--- config.mk ---
export PLATFORM = sky130hd
export DESIGN_NAME = rob_core
export DESIGN_NICKNAME = d
export VERILOG_FILES = /design/src/rtl/rob_pkg.sv /design/src/rtl/rob_ptr.sv /design/src/rtl/rob_store.sv /design/src/rtl/rob_core.sv
export SDC_FILE = /design/constraint.sdc
export NUM_CORES = 1
export LEC_CHECK = 0
export CORE_MARGIN = 5
export CORE_UTILIZATION = 54
export DETAILED_ROUTE_END_ITERATION = 10
export GPL_TIMING_DRIVEN = 0
export PLACE_DENSITY_LB_ADDON = 0.25
export SLEW_MARGIN = 10
export SYNTH_ARGS = -nofsm -noshare
export SYNTH_HDL_FRONTEND = slang
export SYNTH_SLANG_ARGS = --single-unit
--- constraint.sdc ---
create_clock -name clk -period 5.3 [get_ports clk]
set_clock_uncertainty 0.1 [all_clocks]
set_input_delay 1.59 -clock clk [delete_from_list [all_inputs] [get_ports clk]]
set_output_delay 1.59 -clock clk [all_outputs]
set_load 0.01 [all_outputs]
--- src/rtl/rob_pkg.sv ---
`timescale 1ns/1ps
// Package: shared defaults and the per-slot status type of the commit buffer.
// Assumes depth is a power of two so the tag is a plain slot index.
package rob_pkg;
    localparam int ROB_DEPTH  = 16;
    localparam int ROB_DEST_W = 5;
    localparam int ROB_DATA_W = 32;

    // Status bits held for every slot.
    typedef struct packed {
        logic valid;  // slot is occupied by an uncommitted instruction
        logic done;   // result has been delivered
        logic fault;  // delivered result carries a fault
    } rob_flags_t;
endpackage

--- src/rtl/rob_ptr.sv ---
`timescale 1ns/1ps
// Module: rob_ptr
// Circular pointer with one extra wrap bit above the index, so that equal
// pointers mean empty and equal indices with different wrap bits mean full.
// Assumes load and advance are never needed in the same cycle; load wins.
module rob_ptr #(
    parameter int IDX_W = 4,
    localparam int PW   = IDX_W + 1
) (
    input  logic          clk,
    input  logic          rst_n,
    input  logic          adv,
    input  logic          load,
    input  logic [PW-1:0] load_val,
    output logic [PW-1:0] ptr
);
    // Purpose: step, reload or clear the pointer.
    always_ff @(posedge clk) begin
        if (!rst_n) begin
            ptr <= '0;
        end else if (load) begin
            ptr <= load_val;
        end else if (adv) begin
            ptr <= ptr + PW'(1);
        end
    end
endmodule

--- src/rtl/rob_store.sv ---
`timescale 1ns/1ps
// Module: rob_store
// Slot storage: status, destination and result of every slot, with one
// allocation write, one completion write and one commit clear per clock,
// and a flush that drops every slot. The oldest slot is read out.
// Assumes the controller never allocates into a live slot; a completion
// counts only for a live slot that has not completed yet.
module rob_store
    import rob_pkg::*;
#(
    parameter int DEPTH  = ROB_DEPTH,
    parameter int DEST_W = ROB_DEST_W,
    parameter int DATA_W = ROB_DATA_W,
    localparam int IDX_W = $clog2(DEPTH)
) (
    input  logic              clk,
    input  logic              rst_n,
    input  logic              flush,
    input  logic              alloc_we,
    input  logic [IDX_W-1:0]  alloc_idx,
    input  logic [DEST_W-1:0] alloc_dest,
    input  logic              cmpl_we,
    input  logic [IDX_W-1:0]  cmpl_idx,
    input  logic [DATA_W-1:0] cmpl_value,
    input  logic              cmpl_fault,
    input  logic              retire_we,
    input  logic [IDX_W-1:0]  head_idx,
    output rob_flags_t        head_flags,
    output logic [DEST_W-1:0] head_dest,
    output logic [DATA_W-1:0] head_value
);
    rob_flags_t        flg_arr [DEPTH];
    logic [DEST_W-1:0] dst_arr [DEPTH];
    logic [DATA_W-1:0] val_arr [DEPTH];

    for (genvar g = 0; g < DEPTH; g++) begin : g_slot
        rob_flags_t        flg_q;
        logic [DEST_W-1:0] dst_q;
        logic [DATA_W-1:0] val_q;
        logic              hit_a;
        logic              hit_c;
        logic              hit_r;

        assign hit_a = alloc_we  && (alloc_idx == IDX_W'(g));
        assign hit_c = cmpl_we   && (cmpl_idx  == IDX_W'(g)) && flg_q.valid && !flg_q.done;
        assign hit_r = retire_we && (head_idx  == IDX_W'(g));

        // Purpose: track occupancy, completion and fault of this slot.
        always_ff @(posedge clk) begin
            if (!rst_n || flush) begin
                flg_q <= '0;
            end else if (hit_a) begin
                flg_q <= '{valid: 1'b1, done: 1'b0, fault: 1'b0};
            end else if (hit_c) begin
                flg_q.done  <= 1'b1;
                flg_q.fault <= cmpl_fault;
            end else if (hit_r) begin
                flg_q.valid <= 1'b0;
            end
        end

        // Purpose: capture destination on allocation and result on completion.
        always_ff @(posedge clk) begin
            if (hit_a) dst_q <= alloc_dest;
            if (hit_c) val_q <= cmpl_value;
        end

        assign flg_arr[g] = flg_q;
        assign dst_arr[g] = dst_q;
        assign val_arr[g] = val_q;
    end

    // Purpose: read out the oldest slot.
    always_comb begin
        head_flags = flg_arr[head_idx];
        head_dest  = dst_arr[head_idx];
        head_value = val_arr[head_idx];
    end
endmodule

--- src/rtl/rob_core.sv ---
`timescale 1ns/1ps
// Module: rob_core (top)
// In-order commit buffer. Slots are claimed at the tail in program order,
// filled in any order by tag, and leave from the head only when completed.
// A faulted head raises a one-cycle exception and flushes every slot.
// Assumes DEPTH is a power of two and callers complete only tags they hold.
module rob_core
    import rob_pkg::*;
#(
    parameter int DEPTH  = ROB_DEPTH,
    parameter int DEST_W = ROB_DEST_W,
    parameter int DATA_W = ROB_DATA_W,
    localparam int IDX_W = $clog2(DEPTH),
    localparam int PW    = IDX_W + 1
) (
    input  logic              clk,
    input  logic              rst_n,
    input  logic              alloc_valid,
    input  logic [DEST_W-1:0] alloc_dest,
    output logic              alloc_ready,
    output logic [IDX_W-1:0]  alloc_tag,
    input  logic              cmpl_valid,
    input  logic [IDX_W-1:0]  cmpl_tag,
    input  logic [DATA_W-1:0] cmpl_value,
    input  logic              cmpl_fault,
    output logic              retire_valid,
    output logic [DEST_W-1:0] retire_dest,
    output logic [DATA_W-1:0] retire_value,
    output logic              exception_valid,
    output logic [IDX_W-1:0]  exception_tag
);
    logic [PW-1:0] head_ptr;
    logic [PW-1:0] tail_ptr;
    logic [PW-1:0] occupancy;
    logic          full;
    logic          head_ready;
    logic          flush;
    logic          alloc_fire;
    logic          cmpl_we;
    rob_flags_t    head_flags;

    // Purpose: derive fill level and the commit/fault decision for the head.
    always_comb begin
        occupancy       = tail_ptr - head_ptr;
        full            = (occupancy == PW'(DEPTH));
        head_ready      = head_flags.valid && head_flags.done;
        flush           = head_ready && head_flags.fault;
        retire_valid    = head_ready && !head_flags.fault;
        exception_valid = flush;
        exception_tag   = head_ptr[IDX_W-1:0];
        alloc_ready     = !full && !flush;
        alloc_tag       = tail_ptr[IDX_W-1:0];
        alloc_fire      = alloc_valid && alloc_ready;
        cmpl_we         = cmpl_valid && !flush;
    end

    rob_ptr #(.IDX_W(IDX_W)) u_head (
        .clk      (clk),
        .rst_n    (rst_n),
        .adv      (retire_valid),
        .load     (1'b0),
        .load_val ('0),
        .ptr      (head_ptr)
    );

    rob_ptr #(.IDX_W(IDX_W)) u_tail (
        .clk      (clk),
        .rst_n    (rst_n),
        .adv      (alloc_fire),
        .load     (flush),
        .load_val (head_ptr),
        .ptr      (tail_ptr)
    );

    rob_store #(.DEPTH(DEPTH), .DEST_W(DEST_W), .DATA_W(DATA_W)) u_store (
        .clk        (clk),
        .rst_n      (rst_n),
        .flush      (flush),
        .alloc_we   (alloc_fire),
        .alloc_idx  (tail_ptr[IDX_W-1:0]),
        .alloc_dest (alloc_dest),
        .cmpl_we    (cmpl_we),
        .cmpl_idx   (cmpl_tag),
        .cmpl_value (cmpl_value),
        .cmpl_fault (cmpl_fault),
        .retire_we  (retire_valid),
        .head_idx   (head_ptr[IDX_W-1:0]),
        .head_flags (head_flags),
        .head_dest  (retire_dest),
        .head_value (retire_value)
    );
endmodule

# ---- Word-level counts from Yosys, hierarchy flattened
# Index checks and enable logic that the tools add are counted.
dict set report word_totals {
  register_bits 650
  wordCells 383
  inputBits 46
}
dict set report op_classes {
  n_lt_le_gt_ge 1
  add_sub_neg 3
  bitwise_logic 1
  mux 75
  n_eq_ne 62
  reduce_logical 159
}
# op count
set op_table {}
lappend op_table {{$bmux 32 s4} 1}
lappend op_table {{$eq 4x4->1 const B} 24}
lappend op_table {{$logic_and 1x1->1} 86}
lappend op_table {{$mux 32} 2}
lappend op_table {{$mux 3} 18}
lappend op_table {{$eq 4x3->1 const B} 12}
lappend op_table {{$reduce_bool 2->1} 17}
lappend op_table {{$mux 1} 32}
lappend op_table {{$mux 2} 16}
lappend op_table {{$ne 2x1->1 const B} 16}
lappend op_table {{$reduce_and 2->1} 16}
lappend op_table {{$reduce_or 2->1} 16}
lappend op_table {{$eq 4x2->1 const B} 6}
lappend op_table {{$bmux 5 s4} 1}
lappend op_table {{$logic_not 1->1} 20}
lappend op_table {{$mux 5} 4}
lappend op_table {{$bmux 3 s4} 1}
lappend op_table {{$eq 4x1->1 const B} 3}
lappend op_table {{$logic_not 4->1} 3}
lappend op_table {{$add 5x1->5 const B} 2}
lappend op_table {{$eq 5x5->1 const B} 1}
lappend op_table {{$ge 5x5->1 const B} 1}
lappend op_table {{$not 4->5} 1}
lappend op_table {{$sub 5x5->5} 1}
lappend op_table {{$logic_or 1x1->1} 1}

# ---- Logic depth before layout (Yosys ltp)
# Gate-level depths: netlist of the first run.
dict set report depth {
  depth_word 13
  depth_mapped 14
  depth_no_buf 9
}

# ---- Modules after synthesis
# From an unflattened synthesis of the first run, not the netlist that was laid out.
dict set report hier_totals {
  hier_cells 1242
  hier_area_um2 25154.1
}
# mod area_per_inst_um2 instances cells_per_inst seq_area_each_um2
set modules_own_cells {}
lappend modules_own_cells {rob_store 24507.3 1 1162 18738.0}
lappend modules_own_cells {rob_ptr 237.7 2 27 100.1}
lappend modules_own_cells {rob_core 171.4 1 26 0.0}

# ---- Worst setup path after synthesis of the first run
# Ideal clock, no wire load.
dict set report synth_path {
  path_kind {input -> register}
  startpoint {input cmpl_tag[3]}
  endpoint {register u_store.g_slot[2].val_q[0], enable pin}
  t_arrival_ps 4534
  n_path_buf 0
  setup_ps 463
  required_time_ps 4737
  cell_stages 2
  slack_ps 202
  cell_sequence {or4b_2 -> nor3_1}
}
dict set report synth_via {
  elab_chain_cells 4
}
# item line_no
set synth_lines {}
lappend synth_lines {{from (decl)} rob_core.sv:23} ;# input logic [IDX_W-1:0] cmpl_tag,
lappend synth_lines {{$eq 4x2->1} rob_store.sv:45} ;# assign hit_c = cmpl_we && (cmpl_idx == IDX_W'(g)) && flg_q.valid && !flg_q.done;
lappend synth_lines {{$logic_and 1x1->1 (3 in a row)} rob_store.sv:45}
lappend synth_lines {{via u_store.g_slot[2].hit_c} rob_store.sv:41} ;# logic hit_c;
lappend synth_lines {{to (signal assigned)} rob_store.sv:65} ;# if (hit_c) val_q <= cmpl_value;
lappend synth_lines {{to (decl)} rob_store.sv:39} ;# logic [DATA_W-1:0] val_q;
# The timed path passes the listed nets, and every way through them passes these cells.
# A chain may end at the register's enable or synchronous reset.

# ---- Worst setup path after layout of the first run
dict set report layout_path {
  startpoint {register u_head.ptr[0]}
  endpoint {output retire_value[30]}
}
dict set report layout_via {
  elab_chain_cells 4
}
# item line_no
set layout_lines {}
lappend layout_lines {{from (decl)} rob_ptr.sv:15} ;# output logic [PW-1:0] ptr
lappend layout_lines {{from (signal assigned)} rob_ptr.sv:22} ;# ptr <= load_val;
lappend layout_lines {{from (signal assigned)} rob_ptr.sv:24} ;# ptr <= ptr + PW'(1);
lappend layout_lines {{$not 4->5 (implied by the code)} rob_store.sv:77} ;# head_value = val_arr[head_idx];
lappend layout_lines {{$bmux 32 s4} rob_store.sv:77}
lappend layout_lines {{$mux 32 (implied by the code) (2 in a row)} rob_store.sv:77}
lappend layout_lines {{to (decl)} rob_core.sv:28} ;# output logic [DATA_W-1:0] retire_value,
# No other way between the ends. The select of a mux whose other input is x is not followed.

==> qor.csv, run 1 <==
metric,value,unit
outcome,finished clean,
postRouteWirelength,61900,um
critPathMaxStageDelay,560,ps
die_w,228,um
post_synth_most_frequent_cells,"sky130_fd_sc_hd__edfxtp_1 (592), sky130_fd_sc_hd__mux4_2 (196), sky130_fd_sc_hd__dfxtp_1 (58)",
route.detailed.drc,0,
routability_cong,0.885,
synth.top_cells.by_area,"sky130_fd_sc_hd__edfxtp_1 (69%), sky130_fd_sc_hd__mux4_2 (17%), sky130_fd_sc_hd__dfxtp_1 (4.5%)",
criticalPathCategory,reg2out,
tightest_slew,1280,ps
synthToLayoutAreaGrowth,18.1,%
synthesis.nets,1272,
grt_max_degree,35,
post_drt_via_cell_ratio,6.38,
finalWorstPathRequiredPeriod,5200,ps
synth_cells,1214,
place.port_buffers,93,
report.final.setup_viol,0,
layoutNonFillerInstCount,2073,
fp.dieArea,52100,sq um
slowest_stage,sky130_fd_sc_hd__mux4_2,
netlist.top_cell.by_area,sky130_fd_sc_hd__edfxtp_1,
floorplan.io_pins,94,
crit_arrival,3510,ps
number_of_storage_elements_in_the_synthesis_netlist,650,
startpoint_kind_of_the_worst_setup_timing_path,flop,
cp.buffers_inverters,5,
cts_clock_pin_slew_for_the_worst_setup_and_hold_paths,60,ps
synth_top_area_share,69.1,%
core,47400,sq um
hold_viol,0,
tritoncts.num_buffers,61,
syn-mean-instance-area,21.2,sq um
timing.critical_path.required,3610,ps
cts.sink_count,650,
cts-root-to-sink-buffers,3,
placedCellCount,1956,
worst_skew_pair.late_latency,620,ps
postCtsHoldBufs,0,
crit_top_cell,sky130_fd_sc_hd__buf_8,
dr.pass1.iters,5,
grt_overflow_total,0,
ys_types,59,
ir_worst_vdd,0.296,mV
nets,1467,
timing.fmax,192,MHz
top_fanout_value_on_the_critical_path,10,
static_leakage,9.47,nW
num_rows,80,
fraction_of_synthesis_flops_using_an_asynchronous_set_or_reset_pin,0,%
globalRouteTotalUtil,24.0,%
drv_cap,0,
floorplan.die.height,228,um
drt_first_iter_violations,1487,
ant_nets,0,
setup_repair_after_global_routing_missed_its_margin,true,
start_util,54.2,%
setup.worst_path.end_class,output port,
ys.warnings.count,0,
count_of_flip_flops_with_a_built_in_enable_after_synthesis,592,
mappedNetlistArea,25700,sq um
synth_flop_cell,sky130_fd_sc_hd__edfxtp_1,
first_global_vias,13700,
final.hold.worst_slack,398,ps
final.period_utilization,98.2,%
cell_type_group_with_the_largest_total_delay_on_the_critical_path,buffers and inverters,
pwr_dens,336,nW/um^2
dr_total_vias,13200,
tritoncts,yes,
yosys.cell_count.top_type,sky130_fd_sc_hd__edfxtp_1,
finalMaxSlewViolations,0,
cts-root-buf,sky130_fd_sc_hd__clkbuf_16,
hold_path_class,reg2reg,
wl_per_cell,29.9,um
post_route_cells_drive_above_1_share,28.3,%
relSlewSlack,14.3,%
cts_htree_levels,2,
initial_antenna_violation_count,1,
detail_placement_hpwl,39600,um
sequential_cell_area_fraction_in_the_yosys_report,73.6,%
grt_pass1_wl,91900,um
critical_path.cell_chain,buf_8 > buf_8 > buf_8 > buf_8 > mux4_2 > mux4_2 > clkdlybuf4s50_1,
## logic make-up after synthesis
kind of cell               count (synthesis)  share of synthesized area [%]
buffers and inverters                    103                           1.83
muxes                                    214                           17.9
AOI/OAI and AO/OA                         72                           2.37
xor gates and xnor gates                   7                          0.238
and+or+nand+nor                          156                           3.46
adders and majority gates                 12                          0.583
DFF                                      650                           73.6
## worst register-to-register path, stage by stage (launching register included)
cell and delay, ps:
sky130_fd_sc_hd__dfxtp_4 400, sky130_fd_sc_hd__buf_12 140, sky130_fd_sc_hd__buf_12 160, sky130_fd_sc_hd__buf_12 160, sky130_fd_sc_hd__clkbuf_16 180, sky130_fd_sc_hd__inv_1 100
sky130_fd_sc_hd__ha_1 290, sky130_fd_sc_hd__nor2b_1 130, sky130_fd_sc_hd__o21a_1 180, sky130_fd_sc_hd__o211ai_1 360, sky130_fd_sc_hd__a31o_2 290, sky130_fd_sc_hd__clkbuf_1 400
sky130_fd_sc_hd__nand3_1 200, sky130_fd_sc_hd__nor2_1 520
## state kept, by name, indices dropped and copies added, names as in the netlist
signal and flops:
u_tail.ptr 5, u_store.flg_arr 48, u_store.g_slot.dst_q 80, u_store.g_slot.val_q 512
u_head.ptr 5
## area by class of cell
cell class	count	area [sq um]
antenna	1	2.50
inverter	32	121
tap	615	769
clock inverter	36	353
multi-input combinational	461	6420
timing repair buffer	133	1620
buffer	70	569
clock buffer	75	1590
fill	3195	17100
sequential	650	18900
## report_power, final
group / switching, mW / internal (mW)
Sequential: 0.0150 / 5.62
Combinational: 0.183 / 0.111
Clock: 1.83 / 2.46
Total: 2.02 / 8.19
## metal layers
metal  wire length [um]  share of wire, %  global-route usage [%]  vias up
met3               4460               7.2                    3.38      107
met4               1720               2.8                    7.26        0
met5                  0                 0                       0        -
met1              24800                40                    34.0     6967
met2              31000                50                    39.6      652
li1                   -                 -                       -     5504
## what timing repair did
item	CTS	global route
setup endpoints to repair	70	27
cloned	0	0
resized for setup	88	16
pin swaps	0	0
setup buffers	0	6
## through the flow
stage                     util (%)  setup WS [ps]  power (mW)  TNS [ps]  area (sq um)
after floorplan                  -            202        5.86         0         25700
after global placement        57.8          -4220        6.02   -631240         27400
after detailed placement      59.4          -1050        6.03    -10540         28200
after CTS                     63.9           2.60        10.3         0         30300
after global routing          64.0          -37.7        10.5     -37.7         30400
final                         64.1           96.1        10.2         0         30400
## placed cells by master, fill, tap and decap left out, types with 7 or more instances in the layout
master and instances:
sky130_fd_sc_hd__nor2b_1 8, sky130_fd_sc_hd__buf_12 8, sky130_fd_sc_hd__clkbuf_1 28, sky130_fd_sc_hd__buf_4 24
sky130_fd_sc_hd__dfxtp_1 56, sky130_fd_sc_hd__nand3_1 15, sky130_fd_sc_hd__clkbuf_2 9, sky130_fd_sc_hd__a31oi_1 9
sky130_fd_sc_hd__a31oi_4 8, sky130_fd_sc_hd__o21ai_0 11, sky130_fd_sc_hd__inv_1 24, sky130_fd_sc_hd__or3_1 10
sky130_fd_sc_hd__mux2i_1 17, sky130_fd_sc_hd__nand4_1 11, sky130_fd_sc_hd__mux4_2 196, sky130_fd_sc_hd__buf_2 9
sky130_fd_sc_hd__clkinv_1 20, sky130_fd_sc_hd__nor3b_1 12, sky130_fd_sc_hd__nor3_1 17, sky130_fd_sc_hd__nand2_1 23
sky130_fd_sc_hd__buf_8 12, sky130_fd_sc_hd__a21oi_1 8, sky130_fd_sc_hd__bufinv_16 7, sky130_fd_sc_hd__nor2_1 24
sky130_fd_sc_hd__buf_6 11, sky130_fd_sc_hd__ha_1 12, sky130_fd_sc_hd__edfxtp_1 592, sky130_fd_sc_hd__clkinv_2 12
sky130_fd_sc_hd__buf_16 14, sky130_fd_sc_hd__clkbuf_16 62, sky130_fd_sc_hd__clkdlybuf4s50_1 92
## path summary, 6_finish.rpt
| check | end | cells past startpoint | slack, ps | startpoint |
|---|---|---|---|---|
| hold reg to reg | u_store.flg_arr[25] | 2 | 400 | u_store.flg_arr[25] |
| setup / recovery | retire_value[30] | 7 | 100 | u_head.ptr[0] |
| hold / removal | u_store.flg_arr[25] | 2 | 400 | u_store.flg_arr[25] |
| setup reg to reg | u_store.g_slot[15].dst_q[1] | 13 | 1310 | u_head.ptr[1] |
No activity file was read; power rests on OpenSTA's default activity.
==> run 2: changes to the inputs <==
--- a/config.mk
+++ b/config.mk
@@ -5,10 +5,11 @@
 export SDC_FILE = /design/constraint.sdc
 export NUM_CORES = 1
 export LEC_CHECK = 0
-export CORE_MARGIN = 5
+export CORE_MARGIN = 1
 export CORE_UTILIZATION = 54
 export DETAILED_ROUTE_END_ITERATION = 10
 export GPL_TIMING_DRIVEN = 0
+export HOLD_SLACK_MARGIN = 0.05
 export PLACE_DENSITY_LB_ADDON = 0.25
 export SLEW_MARGIN = 10
 export SYNTH_ARGS = -nofsm -noshare
==> qor.csv, run 2 (synthesis gave the netlist of run 1 again) <==
metric,value,unit,change
outcome,finished with violations,,
failed_checks,design-rule violations,,
antenna_cells,0,,-1
tritoncts.num_buffers,66,,+8.2%
timing.critical_path.required,3610,ps,about the same
timing.critical_path.depth,7,,unchanged
final.hold.worst_slack,409,ps,+10.8 ps
layoutNonFillerInstCount,2060,,-0.63%
place_worst_setup_slack,-1110,ps,-51.5 ps
grt_overflow_total,0,,unchanged
post_route_cells_drive_above_1_share,28.1,%,-0.27 points
worst-r2r-setup-slack,1160,ps,-150 ps
detail_placement_hpwl,38900,um,-1.7%
timing.fmax,191,MHz,-0.48%
cell_type_group_with_the_largest_total_delay_on_the_critical_path,buffers and inverters,,
layout_common_cells,"sky130_fd_sc_hd__edfxtp_1 (592), sky130_fd_sc_hd__mux4_2 (196), sky130_fd_sc_hd__clkdlybuf4s50_1 (92)",,
core,46800,sq um,-1.5%
startpoint_kind_of_the_worst_setup_timing_path,flop,,
max_reg_flops,512,,unchanged
dr_total_vias,13200,,-0.17%
nets,1465,,-0.14%
first_global_vias,13400,,-2.4%
stdcell_area,30300,sq um,-0.15%
timing.rr.end,u_store.g_slot[15].dst_q[4],,
relSlewSlack,15.3,%,+0.96 points
slowest_stage,sky130_fd_sc_hd__clkdlybuf4s50_1,,
placedInstanceArea,28100,sq um,about the same
power,10.4,mW,+1.5%
seq_power_share,54.4,%,-0.8 points
setup.worst_path.end_class,output port,,
timing.critical_path.to,retire_value[30],,
post_drt_via_cell_ratio,6.41,,+0.46%
hold_viol,0,,unchanged
report.final.setup_viol,0,,unchanged
power.net_switching,2.06,mW,+1.9%
drv_cap,0,,unchanged
final.period_utilization,98.7,%,+0.47 points
worstSetupStartpoint,u_head.ptr[0],,
sw_frac_of_total,19.9,%,+0.075 points
cts_htree_levels,3,,+1
wl_per_cell,29.6,um,-1.0%
layout.cells.most_common,sky130_fd_sc_hd__edfxtp_1,,
fp.dieArea,48500,sq um,-6.9%
p_clk_share,42.9,%,+1.0 points
pwr_dens,342,nW/um^2,+1.7%
die_w,220,um,-3.5%
cts-root-buf,sky130_fd_sc_hd__clkbuf_16,,
route.detailed.drc,4,,+4
cts.sink_count,650,,unchanged
cts_clock_pin_slew_for_the_worst_setup_and_hold_paths,60,ps,about the same
routability_cong,0.902,,+2.0%
postRouteWirelength,60900,um,-1.6%
ir_worst_vdd,0.326,mV,+10%
drt_first_iter_violations,1547,,+4.0%
placedCellCount,1947,,-0.46%
dr.pass1.iters,8,,+3
combPwrFrac,2.8,%,about the same
crit_arrival,3540,ps,+30 ps
internal_power,8.30,mW,+1.4%
place.port_buffers,93,,unchanged
floorplan.io_pins,94,,unchanged
tightest_slew,1270,ps,-16.2 ps
cp.buffers_inverters,5,,unchanged
worst_reg2reg_path_length_in_cells,13,,unchanged
globalRouteTotalUtil,26.0,%,+2.0 points
hold_path_class,reg2reg,,
ant_nets,0,,unchanged
crit-reg2reg-launch,u_head.ptr[1],,
num_rows,79,,-1.3%
worst_skew_pair.late_latency,580,ps,-40 ps
initial_antenna_violation_count,1,,unchanged
static_leakage,9.47,nW,about the same
cts-root-to-sink-buffers,3,,unchanged
criticalPathCategory,reg2out,,
buffers_inserted_by_post_cts_timing_repair,0,,unchanged
critical_path.cell_chain,buf_6 > buf_6 > clkbuf_8 > buf_6 > mux4_2 > mux4_2 > clkdlybuf4s50_1,,
start_util,55.0,%,+0.80 points
critPathMaxStageDelay,580,ps,+20 ps
tritoncts,yes,,
floorplan.die.height,220,um,-3.5%
finalMaxSlewViolations,0,,unchanged
register_with_the_most_flip_flops,u_store.g_slot.val_q,,
grt_pass1_wl,88600,um,-3.6%
synthToLayoutAreaGrowth,17.9,%,
postLayoutSetupSlackWorst,71.1,ps,-25.0 ps
setup_repair_after_global_routing_missed_its_margin,false,,
crit_top_cell,sky130_fd_sc_hd__buf_6,,
grt_max_degree,35,,unchanged
top_fanout_value_on_the_critical_path,10,,unchanged
finalWorstPathRequiredPeriod,5230,ps,+25.0 ps
==> run 2: how the worst min path moves through the flow <==
stage                                   start                  end  slack, ps  depth (start not counted)
after floorplan           u_store.flg_arr[25]  u_store.flg_arr[25]        350                          2
after global placement    u_store.flg_arr[25]  u_store.flg_arr[25]        390                          2
after global routing      u_store.flg_arr[23]  u_store.flg_arr[23]        420                          2
final                     u_store.flg_arr[25]  u_store.flg_arr[25]        410                          2
after CTS                 u_store.flg_arr[25]  u_store.flg_arr[25]        400                          2
after detailed placement  u_store.flg_arr[25]  u_store.flg_arr[25]        390                          2
==> run 2: worst min-delay path, stage by stage, from the launching register on <==
cell and delay, ps:
sky130_fd_sc_hd__dfxtp_1 300, sky130_fd_sc_hd__inv_1 80, sky130_fd_sc_hd__a211oi_1 70
==> run 2: area by class of cell <==
cell class	count	area (sq um)
flip-flops and latches	650	18900
fillers	3103	16400
multi-input cells	461	6420
clock buffers	84	1820
repair buffers	126	1570
well taps	607	759
plain buffers	70	490
clock inverters	30	226
inverters	32	120
==> run 2: stage by stage <==
step	TNS (ps)	util, %
4_1_cts	-1090	64.9
2_1_floorplan	0	-
3_3_place_gp	-593010	58.7
3_5_place_dp	-14650	60.2
6_report	0	64.9
5_1_grt	0	64.9
==> run 2: timing repair <==
action	CTS	global route
hold endpoints to repair	0	0
setup endpoints to repair	105	29
hold buffers	0	0
gates resized for setup	63	20
==> run 2: metal layers <==
layer	up-vias	GRT usage, %	share of wire [%]	routed length [um]
li1	5481	-	-	-
met1	7009	36.8	41	24700
met2	612	41.8	50	30200
met3	103	4.40	7.2	4370
met4	2	8.05	2.6	1590
met5	-	0	0.015	9
==> run 2: power by group through the flow <==
| stage | Sequential [mW] | Clock [mW] | Combinational (mW) |
|---|---|---|---|
| floorplan | 5.74 | 0 | 0.124 |
| global placement | 5.74 | 0 | 0.268 |
| detailed placement | 5.74 | 0 | 0.283 |
| CTS | 5.63 | 4.50 | 0.285 |
| global route | 5.63 | 4.68 | 0.309 |
| finish | 5.63 | 4.44 | 0.288 |
==> run 3: changes to the inputs <==
--- a/config.mk
+++ b/config.mk
@@ -5,12 +5,16 @@
 export SDC_FILE = /design/constraint.sdc
 export NUM_CORES = 1
 export LEC_CHECK = 0
+export CELL_PAD_IN_SITES_DETAIL_PLACEMENT = 1
+export CELL_PAD_IN_SITES_GLOBAL_PLACEMENT = 1
 export CORE_MARGIN = 1
-export CORE_UTILIZATION = 54
+export CORE_UTILIZATION = 49
+export CTS_BUF_LIST = sky130_fd_sc_hd__clkbuf_4 sky130_fd_sc_hd__clkbuf_8 sky130_fd_sc_hd__clkbuf_16
 export DETAILED_ROUTE_END_ITERATION = 10
 export GPL_TIMING_DRIVEN = 0
 export HOLD_SLACK_MARGIN = 0.05
 export PLACE_DENSITY_LB_ADDON = 0.25
+export SETUP_SLACK_MARGIN = 0.05
 export SLEW_MARGIN = 10
 export SYNTH_ARGS = -nofsm -noshare
 export SYNTH_HDL_FRONTEND = slang
==> qor.csv, run 3 (synthesis gave the netlist of run 1 again) <==
metric,value,unit,change
criticalPathCategory,reg2out,,
num_rows,83,,+5.1%
cts-root-buf,sky130_fd_sc_hd__clkbuf_16,,
tritoncts.num_buffers,68,,+3.0%
internal_power,8.48,mW,+2.1%
cp.buffers_inverters,5,,unchanged
cts_htree_levels,3,,unchanged
slowest_stage,sky130_fd_sc_hd__mux4_2,,
floorplan.io_pins,94,,unchanged
grt_pass1_wl,97000,um,+9.4%
relSlewSlack,8.47,%,-6.8 points
fp.dieArea,53400,sq um,+10%
post_drt_via_cell_ratio,6.25,,-2.4%
grt_overflow_total,0,,unchanged
pwr_dens,345,nW/um^2,+1.1%
hold_viol,0,,unchanged
grt_max_degree,35,,unchanged
nets,1469,,+0.27%
globalRouteTotalUtil,25.9,%,-0.14 points
die_w,231,um,+4.9%
routability_cong,0.876,,-2.8%
critical_path.cell_chain,buf_8 > buf_8 > clkbuf_8 > buf_8 > mux4_2 > mux4_2 > clkdlybuf4s50_1,,
outcome,finished clean,,
final.period_utilization,97.2,%,-1.5 points
worst-r2r-setup-slack,1190,ps,+30 ps
p_clk_share,43.9,%,+1.0 points
floorplan.die.height,231,um,+4.9%
use_met1,34.6,%,-2.3 points
crit-reg2reg-launch,u_head.ptr[1],,
worst_reg2reg_path_length_in_cells,13,,unchanged
seq_power_share,53.3,%,-1.1 points
hold_path_class,reg2reg,,
postLayoutSetupSlackWorst,151,ps,+79.8 ps
setup_repair_after_global_routing_missed_its_margin,true,,
report.final.setup_viol,0,,unchanged
post_route_cells_drive_above_1_share,29.4,%,+1.3 points
synthToLayoutAreaGrowth,18.9,%,
cell_type_group_with_the_largest_total_delay_on_the_critical_path,buffers and inverters,,
sw_frac_of_total,19.8,%,-0.061 points
ant_nets,0,,unchanged
cts-root-to-sink-buffers,3,,unchanged
cts.sink_count,650,,unchanged
dr.pass1.iters,5,,-3
min-delay-start,u_store.flg_arr[25],,
ir_worst_vdd,0.261,mV,-20%
tritoncts,yes,,
combPwrFrac,2.8,%,about the same
hold-path-cell-count,2,,unchanged
postRouteWirelength,67300,um,+11%
wl_per_cell,31.5,um,+6.5%
detail_placement_hpwl,43300,um,+11%
power.net_switching,2.10,mW,+1.7%
fin_util,59.3,%,-5.6 points
tightest_slew,1370,ps,+102 ps
layout.cells.most_common,sky130_fd_sc_hd__edfxtp_1,,
worst_skew_pair.late_latency,590,ps,about the same
critPathMaxStageDelay,550,ps,-30 ps
max_reg_flops,512,,unchanged
static_leakage,9.56,nW,+0.94%
route.detailed.drc,0,,-4
layout_common_cells,"sky130_fd_sc_hd__edfxtp_1 (592), sky130_fd_sc_hd__mux4_2 (196), sky130_fd_sc_hd__clkdlybuf4s50_1 (92)",,
crit_top_cell,sky130_fd_sc_hd__buf_8,,
postCtsHoldBufs,0,,unchanged
timing.critical_path.required,3610,ps,about the same
grt_util_met3,4.58,%,+0.18 points
top_fanout_value_on_the_critical_path,10,,unchanged
place.port_buffers,93,,unchanged
setup.worst_path.end_class,output port,,
drt_first_iter_violations,1305,,-16%
drv_cap,0,,unchanged
finalMaxSlewViolations,0,,unchanged
start_util,49.9,%,-5.2 points
initial_antenna_violation_count,2,,+1
dr_total_vias,13400,,+1.2%
first_global_vias,14300,,+7.2%
register_with_the_most_flip_flops,u_store.g_slot.val_q,,
busiest_layer,met2,,
crit_arrival,3460,ps,-80 ps
startpoint_kind_of_the_worst_setup_timing_path,flop,,
cts_clock_pin_slew_for_the_worst_setup_and_hold_paths,60,ps,about the same
globalRouteMet2Util,42.5,%,+0.67 points
timing.fmax,194,MHz,+1.6%
place_worst_setup_slack,-1020,ps,+84.6 ps
finalWorstPathRequiredPeriod,5150,ps,-79.8 ps
hold_path_end,u_store.flg_arr[25],,
timing.rr.end,u_store.g_slot[15].dst_q[1],,
core,51600,sq um,+10%
## run 3: changes by cell type in the layout (fill, tap and decap cells not counted), moves of 2 or more
| cell | previous run | this run |
|---|---|---|
| sky130_fd_sc_hd__buf_8 | 3 | 11 |
| sky130_fd_sc_hd__bufinv_16 | 3 | 6 |
| sky130_fd_sc_hd__buf_12 | 3 | 6 |
| sky130_fd_sc_hd__clkbuf_8 | 5 | 1 |
| sky130_fd_sc_hd__buf_16 | 17 | 15 |
| sky130_fd_sc_hd__clkbuf_4 | 1 | 20 |
| sky130_fd_sc_hd__clkdlybuf4s15_2 | 0 | 2 |
| sky130_fd_sc_hd__buf_2 | 17 | 11 |
| sky130_fd_sc_hd__clkbuf_1 | 28 | 13 |
| sky130_fd_sc_hd__clkinv_4 | 2 | 0 |
| sky130_fd_sc_hd__buf_4 | 19 | 21 |
| sky130_fd_sc_hd__buf_6 | 17 | 7 |
| sky130_fd_sc_hd__clkbuf_2 | 7 | 12 |
## run 3: power groups by stage
| stage | Clock [mW] | Sequential, mW | Combinational, mW |
|---|---|---|---|
| after global placement | 0 | 5.74 | 0.273 |
| after detailed placement | 0 | 5.74 | 0.293 |
| after global routing | 4.87 | 5.64 | 0.318 |
| after floorplan | 0 | 5.74 | 0.124 |
| after CTS | 4.71 | 5.63 | 0.296 |
| final | 4.64 | 5.64 | 0.299 |
## run 3: how the worst max path moves through the flow
| stage | start | slack (ps) | endpoint | depth (start not counted) |
|---|---|---|---|---|
| finish | u_head.ptr[0] | 150 | retire_dest[1] | 7 |
| detailed placement | u_head.ptr[1] | -1020 | alloc_ready | 12 |
| global placement | cmpl_tag[3] | -4190 | u_store.g_slot[2].val_q[15] | 3 |
| CTS | u_head.ptr[2] | 60 | retire_value[0] | 4 |
| floorplan | cmpl_tag[3] | 200 | u_store.g_slot[2].val_q[0] | 2 |
| global route | u_head.ptr[0] | 20 | retire_value[30] | 7 |
## run 3: metal layers
layer / wire (um) / up-vias
met5: 9 / -
met4: 2570 / 2
met3: 4430 / 150
met2: 33200 / 529
met1: 27100 / 7189
li1: - / 5496
## run 3: cell type report
cell class / instances / area, sq um
Fill cell: 4266 / 21000
Sequential cell: 650 / 18900
Multi-Input combinational cell: 461 / 6420
Clock buffer: 84 / 1840
Timing Repair Buffer: 128 / 1570
Tap cell: 680 / 851
Buffer: 70 / 562
Clock inverter: 31 / 298
Inverter: 32 / 123
Antenna cell: 1 / 2.50
## run 3: tightest hold or removal path: cells and delay by family (launching register included)
| kind | cells | cell delay [ps] |
|---|---|---|
| AO/OA/AOI/OAI | 1 | 70 |
| buffers and inverters | 1 | 80 |
| flip-flops | 1 | 310 |
## run 3: timing repair
action                     CTS  global route
setup buffers                0             0
gates resized for setup     80            23
setup endpoints to repair  105            24
## run 3: through the flow
step | instance area, sq um | hold slack (ps) | power (mW) | cells | setup TNS (ps)
floorplan | 25700 | 351 | 5.86 | 1214 | 0
detailed placement | 28200 | 395 | 6.04 | 2022 | -13990
global placement | 27500 | 387 | 6.01 | 1987 | -677540
CTS | 30500 | 408 | 10.6 | 2136 | 0
global route | 30600 | 439 | 10.8 | 2137 | 0
finish | 30600 | 414 | 10.6 | 2137 | 0
